$ cat config.mk
export PLATFORM = sky130hd
export DESIGN_NAME = twin_pred_idx
export DESIGN_NICKNAME = d
export VERILOG_FILES = /design/src/rtl/twin_pred_idx.sv
export SDC_FILE = /design/constraint.sdc
export NUM_CORES = 1
export LEC_CHECK = 0
export ABC_AREA = 1
export BUFFER_PORTS_ARGS = -buffer_cell sky130_fd_sc_hd__buf_2
export CAP_MARGIN = 20
export CELL_PAD_IN_SITES_DETAIL_PLACEMENT = 1
export CELL_PAD_IN_SITES_GLOBAL_PLACEMENT = 1
export CORE_MARGIN = 5
export CORE_UTILIZATION = 35
export CTS_CLUSTER_SIZE = 14
export DETAILED_ROUTE_END_ITERATION = 6
export PLACE_DENSITY_LB_ADDON = 0.05
export SYNTH_ARGS = -nofsm -noshare
export SYNTH_HDL_FRONTEND = slang
export SYNTH_SLANG_ARGS = --single-unit
export TNS_END_PERCENT = 1
$ cat constraint.sdc
create_clock -name clk -period 3.3 [get_ports clk]
set_clock_uncertainty 0.05 [all_clocks]
set_input_delay 0.33 -clock clk [delete_from_list [all_inputs] [get_ports clk]]
set_output_delay 0.33 -clock clk [all_outputs]
set_load 0.02 [all_outputs]
$ cat src/rtl/twin_pred_idx.sv
module twin_pred_idx #(
  parameter int MAXVL = 16,
  localparam int IW = $clog2(MAXVL + 1)
) (
  input  logic             clk,
  input  logic             rst_n,
  input  logic             start,
  input  logic [IW-1:0]    vl,
  input  logic [MAXVL-1:0] src_mask,
  input  logic [MAXVL-1:0] dst_mask,
  input  logic             src_vec,
  input  logic             dst_vec,
  input  logic             src_zero,
  input  logic             dst_zero,
  output logic             busy,
  output logic             emit_valid,
  output logic [IW-1:0]    emit_src_idx,
  output logic [IW-1:0]    emit_dst_idx,
  output logic             emit_xfer,
  output logic             emit_zero,
  output logic             done,
  output logic [IW-1:0]    state_src_off,
  output logic [IW-1:0]    state_dst_off
);

  logic             busy_q;
  logic [IW-1:0]    vl_q, si_q, di_q;
  logic [MAXVL-1:0] sm_q, dm_q;
  logic             sv_q, dv_q, sz_q, dz_q;

  function automatic logic [IW-1:0] seek(input logic [MAXVL-1:0] m,
                                         input logic [IW-1:0] from,
                                         input logic [IW-1:0] lim);
    logic [IW-1:0] r;
    r = lim;
    for (int k = MAXVL - 1; k >= 0; k--)
      if (IW'(k) >= from && IW'(k) < lim && m[k]) r = IW'(k);
    return r;
  endfunction

  function automatic logic bit_at(input logic [MAXVL-1:0] m, input logic [IW-1:0] idx);
    logic [MAXVL:0] ext;
    ext = {1'b0, m};
    return ext[idx];
  endfunction

  logic [IW-1:0] ns, nd, vl_clamped;
  logic          end_c, zero_c;

  assign vl_clamped = (vl > IW'(MAXVL)) ? IW'(MAXVL) : vl;
  assign ns     = (sv_q && !sz_q) ? seek(sm_q, si_q, vl_q) : si_q;
  assign nd     = (dv_q && !dz_q) ? seek(dm_q, di_q, vl_q) : di_q;
  assign end_c  = (ns >= vl_q) || (nd >= vl_q);
  assign zero_c = (sz_q && !bit_at(sm_q, ns)) || (dz_q && !bit_at(dm_q, nd));

  assign busy          = busy_q;
  assign emit_valid    = busy_q && !end_c;
  assign emit_src_idx  = ns;
  assign emit_dst_idx  = nd;
  assign emit_xfer     = emit_valid && !zero_c;
  assign emit_zero     = emit_valid && zero_c;
  assign done          = busy_q && (end_c || !dv_q);
  assign state_src_off = si_q;
  assign state_dst_off = di_q;

  always_ff @(posedge clk) begin
    if (!rst_n) begin
      busy_q <= 1'b0;
      vl_q   <= '0;
      si_q   <= '0;
      di_q   <= '0;
      sm_q   <= '0;
      dm_q   <= '0;
      sv_q   <= 1'b0;
      dv_q   <= 1'b0;
      sz_q   <= 1'b0;
      dz_q   <= 1'b0;
    end else if (!busy_q) begin
      if (start) begin
        busy_q <= 1'b1;
        vl_q   <= vl_clamped;
        sm_q   <= src_mask;
        dm_q   <= dst_mask;
        sv_q   <= src_vec;
        dv_q   <= dst_vec;
        sz_q   <= src_zero;
        dz_q   <= dst_zero;
        si_q   <= '0;
        di_q   <= '0;
      end
    end else begin
      if (done) busy_q <= 1'b0;
      if (emit_valid) begin
        si_q <= ns + {{(IW-1){1'b0}}, sv_q};
        di_q <= nd + {{(IW-1){1'b0}}, dv_q};
      end
    end
  end

  AST_RESET_IDLE: assert property (@(posedge clk) !rst_n |=> !busy && !emit_valid && !done);
  AST_SRC_SKIP: assert property (@(posedge clk) disable iff (!rst_n)
    emit_valid && sv_q && !sz_q |-> bit_at(sm_q, emit_src_idx));
  AST_DST_SKIP: assert property (@(posedge clk) disable iff (!rst_n)
    emit_valid && dv_q && !dz_q |-> bit_at(dm_q, emit_dst_idx));
  AST_SCALAR_SIDE: assert property (@(posedge clk) disable iff (!rst_n)
    emit_valid && !sv_q |-> emit_src_idx == '0);
  AST_DST_ADVANCE: assert property (@(posedge clk) disable iff (!rst_n)
    emit_valid && $past(emit_valid) && dv_q |-> emit_dst_idx > $past(emit_dst_idx));
  AST_SCALAR_DST_ONE: assert property (@(posedge clk) disable iff (!rst_n)
    emit_valid && !dv_q |-> done);
  AST_BELOW_VL: assert property (@(posedge clk) disable iff (!rst_n)
    emit_valid |-> emit_src_idx < vl_q && emit_dst_idx < vl_q);
  AST_DONE_IDLE: assert property (@(posedge clk) disable iff (!rst_n)
    done |=> !busy);
  AST_KIND_ONE: assert property (@(posedge clk) disable iff (!rst_n)
    emit_valid |-> $countones({emit_xfer, emit_zero}) == 1);
  AST_START_IGNORED: assert property (@(posedge clk) disable iff (!rst_n)
    busy && $past(busy) && !$past(done) |-> $stable(vl_q));

endmodule

==> results of run 1 <==
[sequential cells by signal, indices dropped and copies added, names as in the netlist]
signal,flops
state_dst_off,5
sv_q,1
dm_q,16
state_src_off,5
dz_q,1
vl_q,5
dv_q,1
sm_q,16
sz_q,1
busy,1
[power by group through the flow]
stage          clock network (uW)  logic [uW]  registers [uW]
2_1_floorplan                   0         351             709
3_3_place_gp                    0         599             723
3_5_place_dp                    0         618             724
4_1_cts                       419         640             709
5_1_grt                       444         747             716
6_report                      404         681             710
[stage by stage]
| stage | cells | TNS (ns) | hold slack, ns |
|---|---|---|---|
| after floorplan | 600 | -2.73 | 0.395 |
| after global placement | 905 | -5.55 | 0.409 |
| after detailed placement | 905 | -7.66 | 0.424 |
| after CTS | 921 | -8.94 | 0.153 |
| after global routing | 925 | -13.88 | 0.160 |
| final | 925 | -10.58 | 0.161 |
[worst register-to-register path: stages (launching register included)]
cell and delay [ns]:
dfxtp_4 0.40, clkinvlp_4 0.21, nand2_2 0.13, nor2_2 0.06
nand2_2 0.08, and2_4 0.14, nand2_1 0.07, a21oi_2 0.14
o21ai_1 0.07, nand2_1 0.08, nand3_2 0.07, a22oi_2 0.19
inv_2 0.09, ha_4 0.22, a21boi_2 0.16, o21a_1 0.19
o21a_1 0.16, o21a_1 0.21, a2111oi_4 0.36, nand2_4 0.16
buf_6 0.16, buf_4 0.12, buf_6 0.12, a21oi_1 0.11
o21ai_0 0.11, a21oi_1 0.12
[synth_stat cells, types with 3 or more instances]
| cell type | n |
|---|---|
| nand2_2 | 5 |
| clkbuf_1 | 14 |
| inv_1 | 65 |
| a21oi_1 | 26 |
| nand4_1 | 12 |
| o21ai_1 | 8 |
| o21ai_2 | 3 |
| nor2_1 | 113 |
| nand2_1 | 110 |
| a211oi_1 | 3 |
| ha_1 | 14 |
| dfxtp_1 | 52 |
| inv_2 | 6 |
| o21ai_0 | 41 |
| o2111ai_1 | 5 |
| o21a_1 | 6 |
| nand3_1 | 78 |
| nor2_2 | 5 |
[routing by layer]
metal / vias up / global-route usage / wire (um)
met2: 105 / 0.489 / 8980
met4: 0 / 0.108 / 631
met3: 41 / 0.0369 / 642
met1: 2380 / 0.298 / 6800
li1: 2366 / - / -
met5: - / 0 / 0
[final cells by class]
cell class / instances / share of cell area
Clock buffer: 8 / 0.0162
Inverter: 74 / 0.0537
Multi-Input combinational cell: 457 / 0.463
Sequential cell: 52 / 0.195
Tap cell: 136 / 0.0305
Timing Repair Buffer: 198 / 0.242
[repair_timing]
| item | CTS | global route |
|---|---|---|
| endpoints found under the setup margin | 15 | 15 |
| gates resized for setup | 60 | 37 |
| gates cloned | 0 | 0 |
| hold buffers | 0 | 0 |
| pin swaps | 21 | 23 |
| setup buffers | 8 | 4 |
[placed cells by master (no fill, tap or decap), types with 2 or more instances in the layout]
cell type / count
inv_1: 53
ha_1: 11
nand2_2: 13
ha_4: 3
buf_4: 128
a31oi_1: 2
nor2_2: 13
a211oi_1: 3
nand3_1: 72
clkbuf_8: 6
o2111ai_2: 2
nand3_2: 6
a21oi_4: 2
nand4_1: 12
inv_4: 5
and3_1: 2
o21ai_1: 11
nand2_8: 2
nor2_4: 8
nand2_1: 99
dfxtp_2: 5
o21ai_2: 3
clkbuf_1: 2
nor3_1: 2
a21oi_1: 20
o21ai_0: 37
buf_2: 64
a22oi_1: 2
o2111ai_1: 3
o21a_1: 6
dfxtp_1: 37
dfxtp_4: 10
o22ai_1: 2
nand2_4: 5
inv_2: 14
nor2_1: 99
a41oi_2: 2
a21oi_2: 6
buf_6: 6
[logic make-up after synthesis]
logic type / count (synthesis)
fa+ha+maj: 14
flops: 52
buf+inv: 91
compound gates: 108
simple gates: 335
[worst paths after layout]
path | to | depth (start not counted) | start | slack [ns]
setup reg to reg | state_src_off[3] | 25 | state_src_off[4] | -0.76
hold reg to reg | sv_q | 2 | sv_q | 0.44
setup / recovery | done | 23 | state_src_off[4] | -0.86
hold / removal | dm_q[5] | 3 | dst_mask[5] | 0.16
==> results_dict.tcl, run 1 <==
set metrics [dict create \
    critical_path.most_common_cell "nand2_2" \
    fin_total_pwr_uw 1790 \
    netSwitchingFraction 0.375 \
    syn_area_sq_um 3720 \
    worst-path-max-fanout 7 \
    synthMuxAreaShare 0 \
    start_util 0.360 \
    routed_wl_mm 17.1 \
    hpwl_mm 13.3 \
    critPathArrivalTime_ns 3.78 \
    setup_slack_ns -0.860 \
    rows 37 \
    power.switching_uw 672 \
    drt-wirelength-per-cell_um 18.4 \
    clkPwrFrac 0.225 \
    die_area_sq_um 12800 \
    ant_nets 0 \
    drt_iter0_drc 204 \
    die_w_um 113 \
    grt_use_total 0.263 \
    vias 4892 \
    diodes 0 \
    final_util 0.540 \
    ys_seq_elements 52 \
    endpoint_kind "output pin" \
    place_congestion 0.936 \
    crit_required_ns 2.92 \
    vdd_drop_max_mv 0.189 \
    multi_input_area_sq_um 2580 \
    power.share.combinational 0.380 \
    synthAdderAreaFrac 0.0471 \
    clk_path_buf_depth 2 \
    fin_crit_sh 1.26 \
    final_layout_size_suffix_gt1_frac 0.393 \
    final_area_sq_um 5570 \
    cp-start-kind "flop" \
    syn_area_per_cell_sq_um 6.19 \
    place_area_sq_um 5100 \
    synth_top_cells_by_area "dfxtp_1, nor2_1, nand2_1, nand3_1, inv_1" \
    die_h_um 113 \
    clk_latency_ns 0.33 \
    setup_viol 15 \
    status "finished with violations" \
    grt_antenna_before_repair 0 \
    synth_top_flop_cell "dfxtp_1" \
    synthArstFlopShare 0 \
    final_nets 846 \
    synth-edff-count 0 \
    synth_cell_types 39 \
    yosysTopAreaCell "dfxtp_1" \
    relSlewSlack 0.522 \
    seqCellArea_sq_um 1080 \
    slowest_stage "dfxtp_4" \
    period_needed_ns 4.16 \
    synth_top_family_by_area "simple AND/OR/NAND/NOR gates" \
    yosysWarningCount 0 \
    fmax_ghz 0.240 \
    dp_slack_ns -0.532 \
    cts_tree "done" \
    violations "negative setup slack" \
    htree_levels 2 \
    syn_inst 600 \
    crit_type "flop to output pin" \
    crit_buf_inv 5 \
    synthXorXnorAreaFrac 0 \
    seq_power_share 0.395 \
    grt_max_degree 38 \
    slew_violations 0 \
    drc 0 \
    clk_pin_slew_ns 0.10 \
    pin_count 69 \
    synth_compound_area_frac 0.177 \
    synth_simple_gate_area_frac 0.400 \
    internal-power_uw 1120 \
    n_fill_cell 1425 \
    via_per_inst 5.29 \
    p_leak_uw 0.00280 \
    numCtsBuffers 5 \
    rsz0062_at_grt "yes" \
    cp_top_family "compound AO/OA/AOI/OAI gates" \
    syn2layout_area_growth_pct 50.0 \
    portBuffers 68 \
    max_cap_violations 0 \
    yosysSeqAreaShare 0.280 \
    netlist.area_leader.share 0.280 \
    drt_first_pass_iters 4 \
    min_path_type "input pin to flop" \
    tightest_slew_ns 0.718 \
    grt_first_pass_wirelength_mm 26.5 \
    grt.overflow.total 0 \
    clock-root-buffer "clkbuf_8" \
    core_area_sq_um 10300 \
    p_per_area_nw_per_um2 322 \
    cts_sinks 52 \
    grt_pass1_vias 5212 \
    hold_viol_final 0 \
    max_stage_delay_ns 0.40 \
    crit_chain "clkinvlp_4 > nand2_2 > nor2_2 > nand2_2 > and2_4 > nand2_1 > a21oi_2 > o21ai_1 > nand2_1 > nand3_2 > a22oi_2 > inv_2 > ha_4 > a21boi_2 > o21a_1 > o21a_1 > o21a_1 > a2111oi_4 > buf_4 > nand2_2 > nand2_2 > inv_2 > buf_6" \
    synth_nets 658 \
]
(Power assumes the default switching activity.)
==> run 2, diff against run 1 <==
--- a/config.mk
+++ b/config.mk
@@ -7,10 +7,8 @@
 export LEC_CHECK = 0
 export ABC_AREA = 1
 export BUFFER_PORTS_ARGS = -buffer_cell sky130_fd_sc_hd__buf_2
-export CAP_MARGIN = 20
 export CELL_PAD_IN_SITES_DETAIL_PLACEMENT = 1
 export CELL_PAD_IN_SITES_GLOBAL_PLACEMENT = 1
-export CORE_MARGIN = 5
 export CORE_UTILIZATION = 35
 export CTS_CLUSTER_SIZE = 14
 export DETAILED_ROUTE_END_ITERATION = 6
==> run 2 against run 1 <==
Effect of this change:
- highest routed layer unchanged
- the run still ends with negative setup slack left
- maximum frequency rose by 0.19%
- sequential share of layout area increased by 0.27 points
- non-clock buffer count is 5 higher
- core utilization is 1.3 points lower
- clock power is 8.4% lower
- critical endpoint is now emit_zero
- final area fell by 2.4%
- global-route usage up 3.8 points
- count of clock-buffer cells in the layout shrank 2
- die area fell by 14%
- cell count up 0.43%
==> results_dict.tcl, run 2 (same netlist as run 1, synthesis figures left out) <==
set metrics [dict create \
    syn2layout_area_growth_pct 46.4 \
    hold_depth 3 \
    vdd_drop_max_mv 0.190 \
    drt_iter0_drc 210 \
    fmax_ghz 0.241 \
    vias 4788 \
    slew_violations 0 \
    ant_nets 0 \
    rows 37 \
    crit_chain "inv_4 > nand2_2 > nor2_4 > nor2_4 > buf_4 > buf_4 > a21oi_1 > a21oi_1 > o21ai_1 > nand2_1 > nand3_1 > a22oi_2 > inv_2 > ha_1 > a21boi_1 > o21a_1 > o21a_1 > o21a_1 > a2111oi_4 > nand2_2 > a21oi_4 > buf_6" \
    cts_tree "done" \
    grt_pass1_vias 5126 \
    relSlewSlack 0.572 \
    core_area_sq_um 10300 \
    die_area_sq_um 11000 \
    r2r-end "state_src_off[1]" \
    pin_count 69 \
    place_congestion 0.958 \
    period_needed_ns 4.15 \
    slowest_stage "dfxtp_4" \
    cp-start-kind "flop" \
    critPathArrivalTime_ns 3.77 \
    final_nets 851 \
    cts_hold_buf 0 \
    reg_top3 "dm_q: 16 flops, sm_q: 16 flops" \
    final_layout_size_suffix_gt1_frac 0.357 \
    clk_path_buf_depth 2 \
    via_per_inst 5.15 \
    p_per_area_nw_per_um2 321 \
    die_w_um 105 \
    violations "negative setup slack" \
    mostFrequentLayoutCell "buf_4" \
    die_h_um 105 \
    clk_pin_slew_ns 0.11 \
    routed_wl_mm 16.2 \
    max_cap_violations 0 \
    diodes 0 \
    place_area_sq_um 5160 \
    clock-root-buffer "clkbuf_8" \
    clk_latency_ns 0.32 \
    drt-wirelength-per-cell_um 17.4 \
    rsz0062_at_grt "yes" \
    tightest_slew_ns 0.642 \
    hold_path_end "dm_q[6]" \
    drt_first_pass_iters 4 \
    setup_viol 15 \
    max_stage_delay_ns 0.44 \
    portBuffers 68 \
    r2r-start "vl_q[4]" \
    tns_ns -9.42 \
    fin_crit_sh 1.26 \
    crit_type "flop to output pin" \
    grt.overflow.total 0 \
    min_path_type "input pin to flop" \
    r2r_slack_ns -0.60 \
    hold_viol_final 0 \
    crit_required_ns 2.92 \
    p_leak_uw 0.00277 \
    critical_path.most_common_cell "o21a_1" \
    grt_use_total 0.301 \
    setup_slack_ns -0.852 \
    endpoint_kind "output pin" \
    grt_antenna_before_repair 0 \
    worst-path-max-fanout 6 \
    status "finished with violations" \
    final_area_sq_um 5440 \
    hpwl_mm 13.1 \
    cts_sinks 52 \
    drc 0 \
    numCtsBuffers 5 \
    final_cell_mix "buf_4, nor2_1, nand2_1, nand3_1, buf_2" \
    htree_levels 2 \
    hold_start "dst_mask[6]" \
    grt_first_pass_wirelength_mm 25.8 \
    grt_max_degree 49 \
    ff2ff_path_depth 24 \
    start_util 0.360 \
]
-- run 2: how the worst max path moves through the flow --
stage,from,end,cells after the start
floorplan,state_src_off[1],emit_zero,21
global placement,state_dst_off[0],emit_zero,27
detailed placement,vl_q[4],state_src_off[1],27
CTS,vl_q[4],emit_valid,25
global route,vl_q[4],emit_zero,22
finish,vl_q[4],emit_zero,22
-- run 2: routing by layer --
layer  vias up  track usage  wire length (um)
met5         -            0                 0
met4         0        0.161               724
met3        44       0.0268               480
met2       111        0.550              8200
met1      2260        0.345              6790
li1       2373            -                 -
-- run 2: per-stage QoR --
stage / cells / util / total power, uW / hold slack (ns) / setup WS [ns]
global route: 929 / 0.527 / 1850 / 0.182 / -1.03
detailed placement: 914 / 0.500 / 1350 / 0.428 / -0.607
floorplan: 600 / - / 1060 / 0.395 / -0.219
finish: 929 / 0.527 / 1740 / 0.176 / -0.852
global placement: 914 / 0.500 / 1330 / 0.417 / -0.411
CTS: 921 / 0.512 / 1740 / 0.169 / -0.786
-- run 2: area by class of cell --
class	count	area, sq um
Fill cell	1456	4880
Sequential cell	52	1070
Clock buffer	6	72.6
Tap cell	136	170
Clock inverter	1	5.00
Multi-Input combinational cell	457	2460
Inverter	74	290
Timing Repair Buffer	203	1370
-- run 2: report_power, final --
part / switching, uW / leakage (uW) / internal, uW
clock network: 225 / 0.0000410 / 145
registers: 44.5 / 0.000438 / 668
logic: 383 / 0.00229 / 278
-- run 2: repair_timing --
item	4_1_cts	5_1_grt
buffers inserted	0	8
endpoints found under the setup margin	15	15
resized for setup	19	29
pin swaps	1	28
-- run 2: worst max-delay path: cells and delay by family (launching register included) --
family | cells | cell delay (ns)
flops | 1 | 0.44
buf+inv | 5 | 0.50
simple gates | 6 | 0.66
compound gates | 10 | 1.60
fa+ha+maj | 1 | 0.26
==> run 3, diff against run 2 <==
--- a/config.mk
+++ b/config.mk
@@ -12,6 +12,7 @@
 export CORE_UTILIZATION = 35
 export CTS_CLUSTER_SIZE = 14
 export DETAILED_ROUTE_END_ITERATION = 6
+export GPL_TIMING_DRIVEN = 0
 export PLACE_DENSITY_LB_ADDON = 0.05
 export SYNTH_ARGS = -nofsm -noshare
 export SYNTH_HDL_FRONTEND = slang
==> constraint.sdc (replaced) <==
create_clock -name clk -period 3.3 [get_ports clk]
set_clock_uncertainty 0.05 [all_clocks]
set_input_delay 0.495 -clock clk [delete_from_list [all_inputs] [get_ports clk]]
set_output_delay 0.495 -clock clk [all_outputs]
set_load 0.02 [all_outputs]
==> run 3 against run 2 <==
Effect of this change:
- count of clock-buffer cells in the layout increased by 1
- die area unchanged
- maximum frequency decreased by 3.1%
- the run still ends with negative setup slack left
- largest cell class unchanged
==> results_dict.tcl, run 3 (same netlist as run 1, synthesis figures left out) <==
set metrics [dict create \
    p_leak_uw 0.00243 \
    setup_viol 15 \
    fmax_ghz 0.233 \
    final_cell_mix "nor2_1, nand2_1, nand3_1, buf_2, inv_1" \
    power.switching_uw 686 \
    crit_chain "clkinvlp_4 > buf_4 > nand3_1 > nor2_2 > a21oi_1 > a21oi_2 > o21ai_1 > nand2_1 > nand3_2 > a22oi_2 > inv_2 > ha_4 > a21boi_2 > o21a_1 > o21a_1 > o21a_1 > a2111oi_4 > nand2_4 > a21oi_4 > buf_6" \
    die_w_um 105 \
    final_area_sq_um 5150 \
    critPathArrivalTime_ns 3.74 \
    slowest_stage "dfxtp_4" \
    routed_wl_mm 15.9 \
    final_nets 772 \
    pin_count 69 \
    crit_required_ns 2.75 \
    hold_slack_ns 0.335 \
    clk_latency_ns 0.32 \
    cts_tree "done" \
    mostFrequentLayoutCell "nor2_1" \
    slew_violations 0 \
    cp_top_family "compound AO/OA/AOI/OAI gates" \
    via_per_inst 5.35 \
    grt_use_total 0.295 \
    tightest_slew_ns 0.688 \
    dp_slack_ns -1.18 \
    seq_power_share 0.396 \
    syn2layout_area_growth_pct 38.6 \
    clkPwrFrac 0.250 \
    place_area_sq_um 4280 \
    endpoint_kind "output pin" \
    grt_first_pass_wirelength_mm 25.1 \
    final_util 0.499 \
    seqCellArea_sq_um 1090 \
    cts_hold_buf 0 \
    htree_levels 2 \
    period_needed_ns 4.28 \
    critical_path.most_common_cell "o21a_1" \
    crit_type "flop to output pin" \
    crit_buf_inv 4 \
    status "finished with violations" \
    internal-power_uw 1130 \
    multi_input_area_sq_um 2710 \
    drc 0 \
    hpwl_mm 11.7 \
    violations "negative setup slack" \
    max_cap_violations 0 \
    setup_slack_ns -0.983 \
    p_per_area_nw_per_um2 352 \
    worst-path-max-fanout 7 \
    diodes 0 \
    core_area_sq_um 10300 \
    power.share.combinational 0.353 \
    die_h_um 105 \
    numCtsBuffers 5 \
    grt_max_degree 17 \
    max_stage_delay_ns 0.40 \
    grt_antenna_before_repair 0 \
    clk_pin_slew_ns 0.11 \
    ant_nets 0 \
    rows 37 \
    start_util 0.360 \
    die_area_sq_um 11000 \
    reg_top3 "dm_q: 16 flops, sm_q: 16 flops" \
    min_path_type "input pin to flop" \
    netSwitchingFraction 0.379 \
    cp-start-kind "flop" \
    rsz0062_at_grt "yes" \
    tns_ns -10.22 \
    clk_path_buf_depth 2 \
    n_fill_cell 1375 \
    cts_sinks 52 \
    vias 4556 \
    drt_iter0_drc 193 \
    grt.overflow.total 0 \
    final_layout_size_suffix_gt1_frac 0.324 \
    hold_viol_final 0 \
    drt-wirelength-per-cell_um 18.7 \
    relSlewSlack 0.542 \
    grt_pass1_vias 4724 \
    fin_crit_sh 1.30 \
    vdd_drop_max_mv 0.228 \
    place_congestion 0.917 \
    drt_first_pass_iters 4 \
    clock-root-buffer "clkbuf_8" \
    portBuffers 67 \
]
## run 3: cell types whose count changed in the layout (fill, tap and decap cells not counted), sizes merged
cell	change
buf	-93
clkbuf	+15
clkinv	+1
clkinvlp	+1
inv	-2
## run 3: power groups by stage
stage	Clock, uW	Sequential (uW)	Combinational (uW)
floorplan	0	709	351
global placement	0	729	495
detailed placement	0	729	508
CTS	465	713	593
global route	486	723	699
finish	453	718	640
## run 3: worst register-to-register path, stage by stage (launching register included)
cell	delay (ns)
dfxtp_4	0.40
clkinvlp_4	0.17
buf_4	0.17
nand3_1	0.14
nor2_2	0.07
a21oi_1	0.24
a21oi_2	0.09
o21ai_1	0.13
nand2_1	0.09
nand3_2	0.08
a22oi_2	0.08
inv_2	0.11
ha_4	0.20
a21boi_2	0.14
o21a_1	0.17
o21a_1	0.17
o21a_1	0.21
a2111oi_4	0.31
nand2_4	0.18
buf_4	0.18
nand2_1	0.05
inv_1	0.06
clkbuf_8	0.17
nand2_1	0.08
a21oi_1	0.07
## run 3: cell type report
| cell class | count | area share |
|---|---|---|
| clock buffer | 7 | 0.0209 |
| buffer | 15 | 0.0143 |
| tap | 136 | 0.0330 |
| timing repair buffer | 109 | 0.132 |
| clock inverter | 1 | 0.00170 |
| multi-input combinational | 457 | 0.527 |
| inverter | 74 | 0.0600 |
| sequential | 52 | 0.211 |
## run 3: worst paths after layout
kind,from,to,slack (ns),depth (start not counted)
max reg2reg,state_src_off[4],state_dst_off[4],-0.63,24
max,state_src_off[4],emit_zero,-0.98,20
min reg2reg,dm_q[12],dm_q[12],0.44,2
min,src_mask[0],sm_q[0],0.34,3
## run 3: what timing repair did
action,in CTS,in global routing
pin swaps,31,29
setup endpoints to repair,16,18
gates resized for setup,79,46
hold endpoints to repair,0,0
buffers inserted,27,15
## run 3: per-stage QoR
step	cells	power, uW
after floorplan	600	1060
after global placement	803	1220
after detailed placement	803	1240
after CTS	837	1770
after global routing	851	1910
final	851	1810
## run 3: metal layers
| layer | vias up | wire (um) | global-route usage |
|---|---|---|---|
| met3 | 48 | 470 | 0.0393 |
| met4 | 0 | 661 | 0.154 |
| met2 | 93 | 7880 | 0.518 |
| li1 | 2218 | - | - |
| met5 | - | 0 | 0 |
| met1 | 2197 | 6930 | 0.349 |
